[config.mk]
export PLATFORM = sky130hd
export DESIGN_NAME = irq_aggregator
export DESIGN_NICKNAME = d
export VERILOG_FILES = /design/src/rtl/irq_agg_pkg.sv /design/src/rtl/irq_edge_detect.sv /design/src/rtl/irq_src_group.sv /design/src/rtl/irq_aggregator.sv
export SDC_FILE = /design/constraint.sdc
export NUM_CORES = 1
export LEC_CHECK = 0
export BUFFER_PORTS_ARGS = -buffer_cell sky130_fd_sc_hd__buf_2
export CAP_MARGIN = 20
export CORE_MARGIN = 2
export CORE_UTILIZATION = 35
export DETAILED_ROUTE_END_ITERATION = 10
export PLACE_DENSITY = 0.65
export SLEW_MARGIN = 20
export SYNTH_ARGS = -nofsm -noshare
export SYNTH_HDL_FRONTEND = slang
export SYNTH_SLANG_ARGS = --single-unit
[constraint.sdc]
create_clock -name clk -period 1.2 [get_ports clk]
set_input_delay 0.24 -clock clk [delete_from_list [all_inputs] [get_ports clk]]
set_output_delay 0.24 -clock clk [all_outputs]
set_load 0.05 [all_outputs]
[src/rtl/irq_agg_pkg.sv]
package irq_agg_pkg;

   localparam int unsigned REG_AW = 8;
   localparam int unsigned REG_DW = 16;

   // converter group: conversion-complete plus four comparators
   localparam int unsigned        CONV_SRC_N = 5;
   localparam int unsigned        CONV_LSB   = 4;
   localparam logic [REG_AW-1:0]  CONV_STAT  = 8'h1A;
   localparam logic [REG_AW-1:0]  CONV_MASK  = 8'h22;

   // clock group: alarm, one-second, periodic
   localparam int unsigned        CLK_SRC_N  = 3;
   localparam int unsigned        CLK_LSB    = 5;
   localparam logic [REG_AW-1:0]  CLK_STAT   = 8'h19;
   localparam logic [REG_AW-1:0]  CLK_MASK   = 8'h21;

   typedef struct packed {
      logic              wr;
      logic              rd;
      logic [REG_AW-1:0] addr;
      logic [REG_DW-1:0] wdata;
   } reg_req_t;

endpackage

[src/rtl/irq_edge_detect.sv]
module irq_edge_detect #(
   parameter int unsigned N         = 1,
   parameter bit          PREV_INIT = 1'b0
) (
   input  logic         clk,
   input  logic         rst_n,
   input  logic [N-1:0] src,
   output logic [N-1:0] rise
);

   if (N < 1) begin : g_bad_n
      $error("irq_edge_detect: N must be at least 1");
   end

   logic [N-1:0] prev_q;

   for (genvar i = 0; i < N; i++) begin : g_bit
      if (PREV_INIT) begin : g_arm_high
         always_ff @(posedge clk or negedge rst_n) begin
            if (!rst_n) prev_q[i] <= 1'b1;
            else        prev_q[i] <= src[i];
         end
      end else begin : g_arm_low
         always_ff @(posedge clk or negedge rst_n) begin
            if (!rst_n) prev_q[i] <= 1'b0;
            else        prev_q[i] <= src[i];
         end
      end
      assign rise[i] = src[i] & ~prev_q[i];
   end

endmodule

[src/rtl/irq_src_group.sv]
module irq_src_group
   import irq_agg_pkg::*;
#(
   parameter int unsigned      N         = 1,
   parameter int unsigned      LSB       = 0,
   parameter logic [REG_AW-1:0] STAT_ADDR = '0,
   parameter logic [REG_AW-1:0] MASK_ADDR = 8'h01
) (
   input  logic              clk,
   input  logic              rst_n,
   input  logic [N-1:0]      src,
   input  reg_req_t          req,
   output logic [REG_DW-1:0] rdata,
   output logic              lvl_irq
);

   localparam int unsigned MSB = LSB + N - 1;

   if (MSB >= REG_DW) begin : g_bad_span
      $error("irq_src_group: field exceeds data width");
   end
   if (STAT_ADDR == MASK_ADDR) begin : g_bad_addr
      $error("irq_src_group: status and mask share an address");
   end

   logic [N-1:0] rise;
   logic [N-1:0] stat_q, stat_d;
   logic [N-1:0] mask_q, mask_d;
   logic         stat_rd;
   logic         mask_wr;

   irq_edge_detect #(
      .N         (N),
      .PREV_INIT (1'b0)
   ) i_edge (
      .clk   (clk),
      .rst_n (rst_n),
      .src   (src),
      .rise  (rise)
   );

   assign stat_rd = req.rd && (req.addr == STAT_ADDR);
   assign mask_wr = req.wr && (req.addr == MASK_ADDR);

   always_comb begin
      stat_d = (stat_rd ? '0 : stat_q) | rise;
      mask_d = mask_wr ? req.wdata[LSB +: N] : mask_q;
   end

   always_ff @(posedge clk or negedge rst_n) begin
      if (!rst_n) begin
         stat_q <= '0;
         mask_q <= '0;
      end else begin
         stat_q <= stat_d;
         mask_q <= mask_d;
      end
   end

   always_comb begin
      rdata = '0;
      if (req.addr == STAT_ADDR)      rdata[LSB +: N] = stat_q;
      else if (req.addr == MASK_ADDR) rdata[LSB +: N] = mask_q;
   end

   assign lvl_irq = |(stat_q & ~mask_q);


   stat_set_chk: assert property (@(posedge clk) disable iff (!rst_n)
      (|rise) |=> ((stat_q & $past(rise)) == $past(rise)));


   stat_cause_chk: assert property (@(posedge clk) disable iff (!rst_n)
      (|stat_q) |-> ((stat_q & ~$past(stat_q) & ~$past(rise)) == '0));


   stat_clr_chk: assert property (@(posedge clk) disable iff (!rst_n)
      (stat_rd && (rise == '0)) |=> (stat_q == '0));


   stat_keep_chk: assert property (@(posedge clk) disable iff (!rst_n)
      (stat_rd && (rise != '0)) |=> ((stat_q & $past(rise)) != '0));


   mask_hold_chk: assert property (@(posedge clk) disable iff (!rst_n)
      !mask_wr |=> $stable(mask_q));

endmodule

[src/rtl/irq_aggregator.sv]
module irq_aggregator
   import irq_agg_pkg::*;
#(
   parameter int unsigned ADDR_W = REG_AW,
   parameter int unsigned DATA_W = REG_DW
) (
   input  logic              clk,
   input  logic              rst_n,
   input  logic              conv_done,
   input  logic [3:0]        cmp_hit,
   input  logic              rtc_periodic,
   input  logic              rtc_second,
   input  logic              rtc_alarm,
   input  logic              reg_wr,
   input  logic              reg_rd,
   input  logic [ADDR_W-1:0] reg_addr,
   input  logic [DATA_W-1:0] reg_wdata,
   output logic [DATA_W-1:0] reg_rdata,
   output logic              conv_irq,
   output logic              clock_irq,
   output logic              irq
);

   if (ADDR_W != REG_AW || DATA_W != REG_DW) begin : g_bad_bus
      $error("irq_aggregator: bus widths must match the package");
   end

   reg_req_t          req;
   logic [REG_DW-1:0] conv_rdata, clk_rdata;
   logic [REG_DW-1:0] rdata_q;

   assign req.wr    = reg_wr;
   assign req.rd    = reg_rd;
   assign req.addr  = reg_addr;
   assign req.wdata = reg_wdata;

   irq_src_group #(
      .N         (CONV_SRC_N),
      .LSB       (CONV_LSB),
      .STAT_ADDR (CONV_STAT),
      .MASK_ADDR (CONV_MASK)
   ) i_conv_grp (
      .clk     (clk),
      .rst_n   (rst_n),
      .src     ({conv_done, cmp_hit}),
      .req     (req),
      .rdata   (conv_rdata),
      .lvl_irq (conv_irq)
   );

   irq_src_group #(
      .N         (CLK_SRC_N),
      .LSB       (CLK_LSB),
      .STAT_ADDR (CLK_STAT),
      .MASK_ADDR (CLK_MASK)
   ) i_clk_grp (
      .clk     (clk),
      .rst_n   (rst_n),
      .src     ({rtc_periodic, rtc_second, rtc_alarm}),
      .req     (req),
      .rdata   (clk_rdata),
      .lvl_irq (clock_irq)
   );

   always_ff @(posedge clk or negedge rst_n) begin
      if (!rst_n)      rdata_q <= '0;
      else if (reg_rd) rdata_q <= conv_rdata | clk_rdata;
      else             rdata_q <= '0;
   end

   assign reg_rdata = rdata_q;
   assign irq       = conv_irq | clock_irq;


   rdata_idle_chk: assert property (@(posedge clk) disable iff (!rst_n)
      !reg_rd |=> (reg_rdata == '0));


   rdata_unused_chk: assert property (@(posedge clk) disable iff (!rst_n)
      (reg_rdata[15:9] == '0) && (reg_rdata[3:0] == '0));

endmodule

======== Yosys cells after proc, flatten, opt, wreduce, memory -nomap -nowiden ========
Cells that the tools add are included.
storage, ports and cells
  flip-flop bits (word level) ............. 40
  bits of input ports ..................... 36
  output and inout port bits .............. 19
  word-level logic and storage cells ...... 54
operators by class
  eq/ne operators ......................... 4
  multiplexer cells ....................... 7
  bitwise gates (word level) .............. 24
  reduce and logical (&&, ||, !) cells .... 6
operator list
  operator                                                                count
  8-bit by 5-bit equality test with 1-bit output (second input constant)  2
  8-bit by 6-bit equality test with 1-bit output (second input constant)  2
  16-bit two-way mux                                                      1
  5-bit two-way mux                                                       3
  3-bit two-way mux                                                       3
  9-bit by 8-bit OR with 9-bit output                                     1
  1-bit bitwise AND                                                       8
  1-bit inverter                                                          8
  5-bit bitwise AND                                                       1
  5-bit inverter                                                          1
  5-bit OR                                                                1
  5-bit OR reduction                                                      1
  1-bit logical AND                                                       4
  3-bit bitwise AND                                                       1
  3-bit inverter                                                          1
  3-bit OR                                                                1
  3-bit OR reduction                                                      1
  1-bit OR                                                                1

======== Longest topological paths before layout ========
  word-level depth ........................ 5
  mapped depth ............................ 4
  gate-level depth less buffers ........... 3

======== Hierarchy ========
A second synthesis with hierarchy kept.
second synthesis, totals
  cell total of the unflattened synthesis .. 148
  area total of the unflattened synthesis .. 1,910.6 µm²
modules (own cells, without submodules)
  module                                times used  cells an instance  area each (µm²)  sequential area each (µm²)
  irq_src_group at i_conv_grp           1           55                 608.1            250.2
  irq_aggregator                        1           35                 543.0            400.4
  irq_src_group at i_clk_grp            1           42                 449.2            150.1
  irq_edge_detect at i_conv_grp.i_edge  1           10                 193.9            125.1
  irq_edge_detect at i_clk_grp.i_edge   1           6                  116.4            75.1

======== Least setup slack after synthesis ========
OpenSTA, ideal clock, no wires.
  path kind ............................... reg2out
  from .................................... register i_clk_grp.stat_q[2]
  to ...................................... output port irq
  arrival ................................. 1,846 ps
  data required time ...................... 960 ps
  path slack .............................. -886 ps
  cell stages (with the launch flop) ...... 4
  buffers on the path ..................... 0
  cell sequence ........................... dfrtp_1 > nand2b_1 > o221ai_1 > or4b_1
between the ends
  cells in the longest elaborated chain, start to end .. 3
ends and longest elaborated chain
  element                 RTL line              source
  start, declared         irq_src_group.sv:27   logic [N-1:0] stat_q, stat_d;
  start signal, assigned  irq_src_group.sv:55   stat_q <= stat_d;
  3-bit bitwise AND       irq_src_group.sv:66   assign lvl_irq = |(stat_q & ~mask_q);
  3-bit OR reduction      irq_src_group.sv:66
  named net clock_irq     irq_aggregator.sv:20  output logic clock_irq,
  1-bit OR                irq_aggregator.sv:72  assign irq = conv_irq | clock_irq;
  end, declared           irq_aggregator.sv:21  output logic irq
The timed path passes the listed nets, and every way through them passes these cells.

======== Worst setup path after layout ========
  from .................................... register i_conv_grp.mask_q[3]
  to ...................................... output port irq
between the ends
  cells in the longest elaborated chain, start to end .. 4
ends and longest elaborated chain
  element                 RTL line              source
  start, declared         irq_src_group.sv:28   logic [N-1:0] mask_q, mask_d;
  start signal, assigned  irq_src_group.sv:56   mask_q <= mask_d;
  5-bit inverter          irq_src_group.sv:66
  5-bit bitwise AND       irq_src_group.sv:66
  5-bit OR reduction      irq_src_group.sv:66
  1-bit OR                irq_aggregator.sv:72
Every way passes these cells.

==> metrics.yaml <==
drt:
  wl_per_cell_microns: 12.8
  firstDrtPassIters: 4
  drtIter0Drc: 46
  num_vias: 1052
  wl_microns: 2910
  detail-route-antenna-nets: 0
  viasPerCell: 4.63
  drc: 0
clock_network:
  path_clk_slew_ns: 0.06
  clock-sinks: 29
  numCtsBuffers: 5
  htree_levels: 2
  cts_tree: "done"
  clk_latency_ns: 0.28
  cts_buffer_depth: 2
  cts_root_buf: "clkbuf_8"
synthesis:
  syn_area_sq_mm: 0.00136
  synth_top_cells_by_area: "dfrtp_1 (53%), nand3b_1 (7.2%), mux2_2 (6.6%), buf_4 (6.1%), a22o_1 (5.1%)"
  ys_seq_area_frac: 0.533
  synthCells: 117
  synth.avg_cell_area_sq_um: 11.6
  ys_warn_count: 0
  synth_cell_type_count: 27
  yosysTopAreaCell: "dfrtp_1"
  ys_ff_latch: 29
  synth_top_area_share: 0.533
pwr:
  p_leak_nw: 0.955
  power_switching_uw: 524
  swShare: 0.258
  clockPowerShare: 0.363
  p_total_mw: 2.03
  seq_power_share: 0.502
  p_int_mw: 1.51
  powerDensity_mw_per_mm2: 1090
  pwr-share-comb: 0.135
  ir_drop_mv: 0.666
timing:
  setup_viol: 3
  finClkSkew_ns: 0.00349
  slew_violations: 0
  rsz0062_at_grt: "true"
  fin_crit_sh: 1.59
  min_period_ns: 1.91
  hold_viol_final: 0
  setup_ws_ns: -0.710
  holdWs_ns: 0.0794
  fmax_ghz: 0.524
die:
  fp.dieH_microns: 66.4
  die_w_microns: 66.4
  dieArea_sq_mm: 0.00440
  core_sq_mm: 0.00369
  io_pins: 55
  initial_core_util: 0.369
  num_rows: 22
outcome:
  violations: "setup timing"
  status: "finished, violations left"
worst_setup_path:
  crit_path_end_kind: "primary output"
  timing.rr.start: "i_clk_grp.mask_q[0]$_DFFE_PN0P_"
  start_kind: "register"
  cp_data_arrival_time_ns: 1.67
  setup.worst_path.start: "i_conv_grp.mask_q[3]$_DFFE_PN0P_"
  cp.required_ns: 0.96
  path_class: "register to primary output"
  path_max_fanout: 2
min_path:
  hp-start: "conv_done"
  hp-class: "primary input to register"
finish:
  syn_to_final_growth_pct: 36.7
  final_nets: 214
  diodes: 0
  fillers: 354
  final_cell_mix: "dfrtp_1 (29), buf_2 (29), buf_4 (23)"
  post-route-util: 0.504
  drive_gt1_frac: 0.436
place:
  gp_congestion: 0.825
  hpwl_microns: 2330
  portBuffers: 32
global_routing:
  grt_use_total: 0.154
  grt_pass1_vias: 1073
  antenna_found_initial: 0
  grt_pass1_wl_microns: 4860
  overflow: 0
  grt_max_degree: 16
job:
  cap_violations: 0
==> registers in the layout, summed over array words and instances, names as in the netlist <==
| name | count |
|---|---|
| i_conv_grp.stat_q | 5 |
| i_clk_grp.mask_q | 3 |
| i_conv_grp.mask_q | 5 |
| i_clk_grp.i_edge.prev_q | 3 |
| i_clk_grp.stat_q | 3 |
| reg_rdata | 5 |
| i_conv_grp.i_edge.prev_q | 5 |
==> power by group through the flow <==
stage / clock network [mW] / registers [mW] / logic (mW)
final: 0.739 / 1.02 / 0.274
after global routing: 0.830 / 1.02 / 0.299
after CTS: 0.778 / 1.02 / 0.276
after detailed placement: 0 / 1.04 / 0.272
after global placement: 0 / 1.04 / 0.266
after floorplan: 0 / 1.04 / 0.169
==> cell usage after synthesis <==
cell       n
dfrtp_1   29
inv_1     13
nand3b_1  13
buf_4     11
a22o_1     8
mux2_2     8
a21oi_1    6
nor2b_1    4
o21a_1     3
a22oi_1    2
clkbuf_1   2
nand3_1    2
nor2_1     2
a222oi_1   1
and3b_1    1
conb_1     1
nand2_1    1
nand2b_1   1
nand4_1    1
nand4_2    1
nor3_1     1
nor3b_2    1
nor4b_4    1
o221ai_1   1
or3b_1     1
or3b_2     1
or4b_1     1
==> metrics by stage <==
stage	setup TNS [ns]	instances	setup WS [ns]	area, sq um
after floorplan	-0.651	127	-0.413	1420
after global placement	-2.70	217	-0.455	1740
after detailed placement	-3.22	217	-0.459	1740
after CTS	-1.54	226	-0.730	1850
after global routing	-1.73	227	-0.751	1860
final	-1.57	227	-0.710	1860
==> what timing repair did <==
action | CTS | global route
setup endpoints to repair | 3 | 3
hold endpoints to repair | 13 | 0
gates cloned | 0 | 0
setup buffers | 0 | 1
hold buffers | 1 | 0
pin swaps | 1 | 1
resized for setup | 6 | 1
==> layout make-up <==
class / count / area, sq um / share of cell area
sequential: 29 / 726 / 0.390
multi-input combinational: 72 / 558 / 0.300
timing repair buffer: 57 / 385 / 0.207
clock buffer: 6 / 72.6 / 0.0390
tap: 48 / 60.1 / 0.0323
inverter: 13 / 48.8 / 0.0262
clock inverter: 2 / 10.0 / 0.00538
==> kinds of logic (layout without fill, tap and decap cells) <==
logic type	after synthesis	count (layout)	share of synthesized area
AO/OA/AOI/OAI	21	21	0.115
flip-flops	29	29	0.533
buffers and inverters	26	78	0.102
other	1	11	0.00275
AND/OR/NAND/NOR	32	32	0.181
multiplexers	8	8	0.0662
==> path summary, 6_finish.rpt <==
path / endpoint / slack [ns] / cells after the start
max: irq / -0.71 / 4
min: i_conv_grp.i_edge.prev_q[4]$_DFF_PN0_ / 0.08 / 1
max reg2reg: reg_rdata[5]$_DFF_PN0_ / 0.22 / 4
min reg2reg: i_conv_grp.stat_q[0]$_DFF_PN0_ / 0.56 / 2
max in group asynchronous: i_clk_grp.stat_q[0]$_DFF_PN0_ / 0.41 / 3
min in group asynchronous: i_conv_grp.i_edge.prev_q[0]$_DFF_PN0_ / 0.40 / 2
==> routing by layer <==
metal | up-vias | routed length [microns] | track usage
li1 | 509 | - | -
met1 | 499 | 1310 | 0.188
met2 | 40 | 1380 | 0.245
met3 | 4 | 192 | 0.0596
met4 | 0 | 39 | 0.0612
met5 | - | 0 | 0
==> worst max-delay path, cell delays in order, from the launching register on <==
cell and delay (ns):
dfrtp_1 0.34, inv_1 0.04, a222oi_1 0.34, or4b_4 0.50
buf_6 0.17
(Power assumes the default switching activity.)
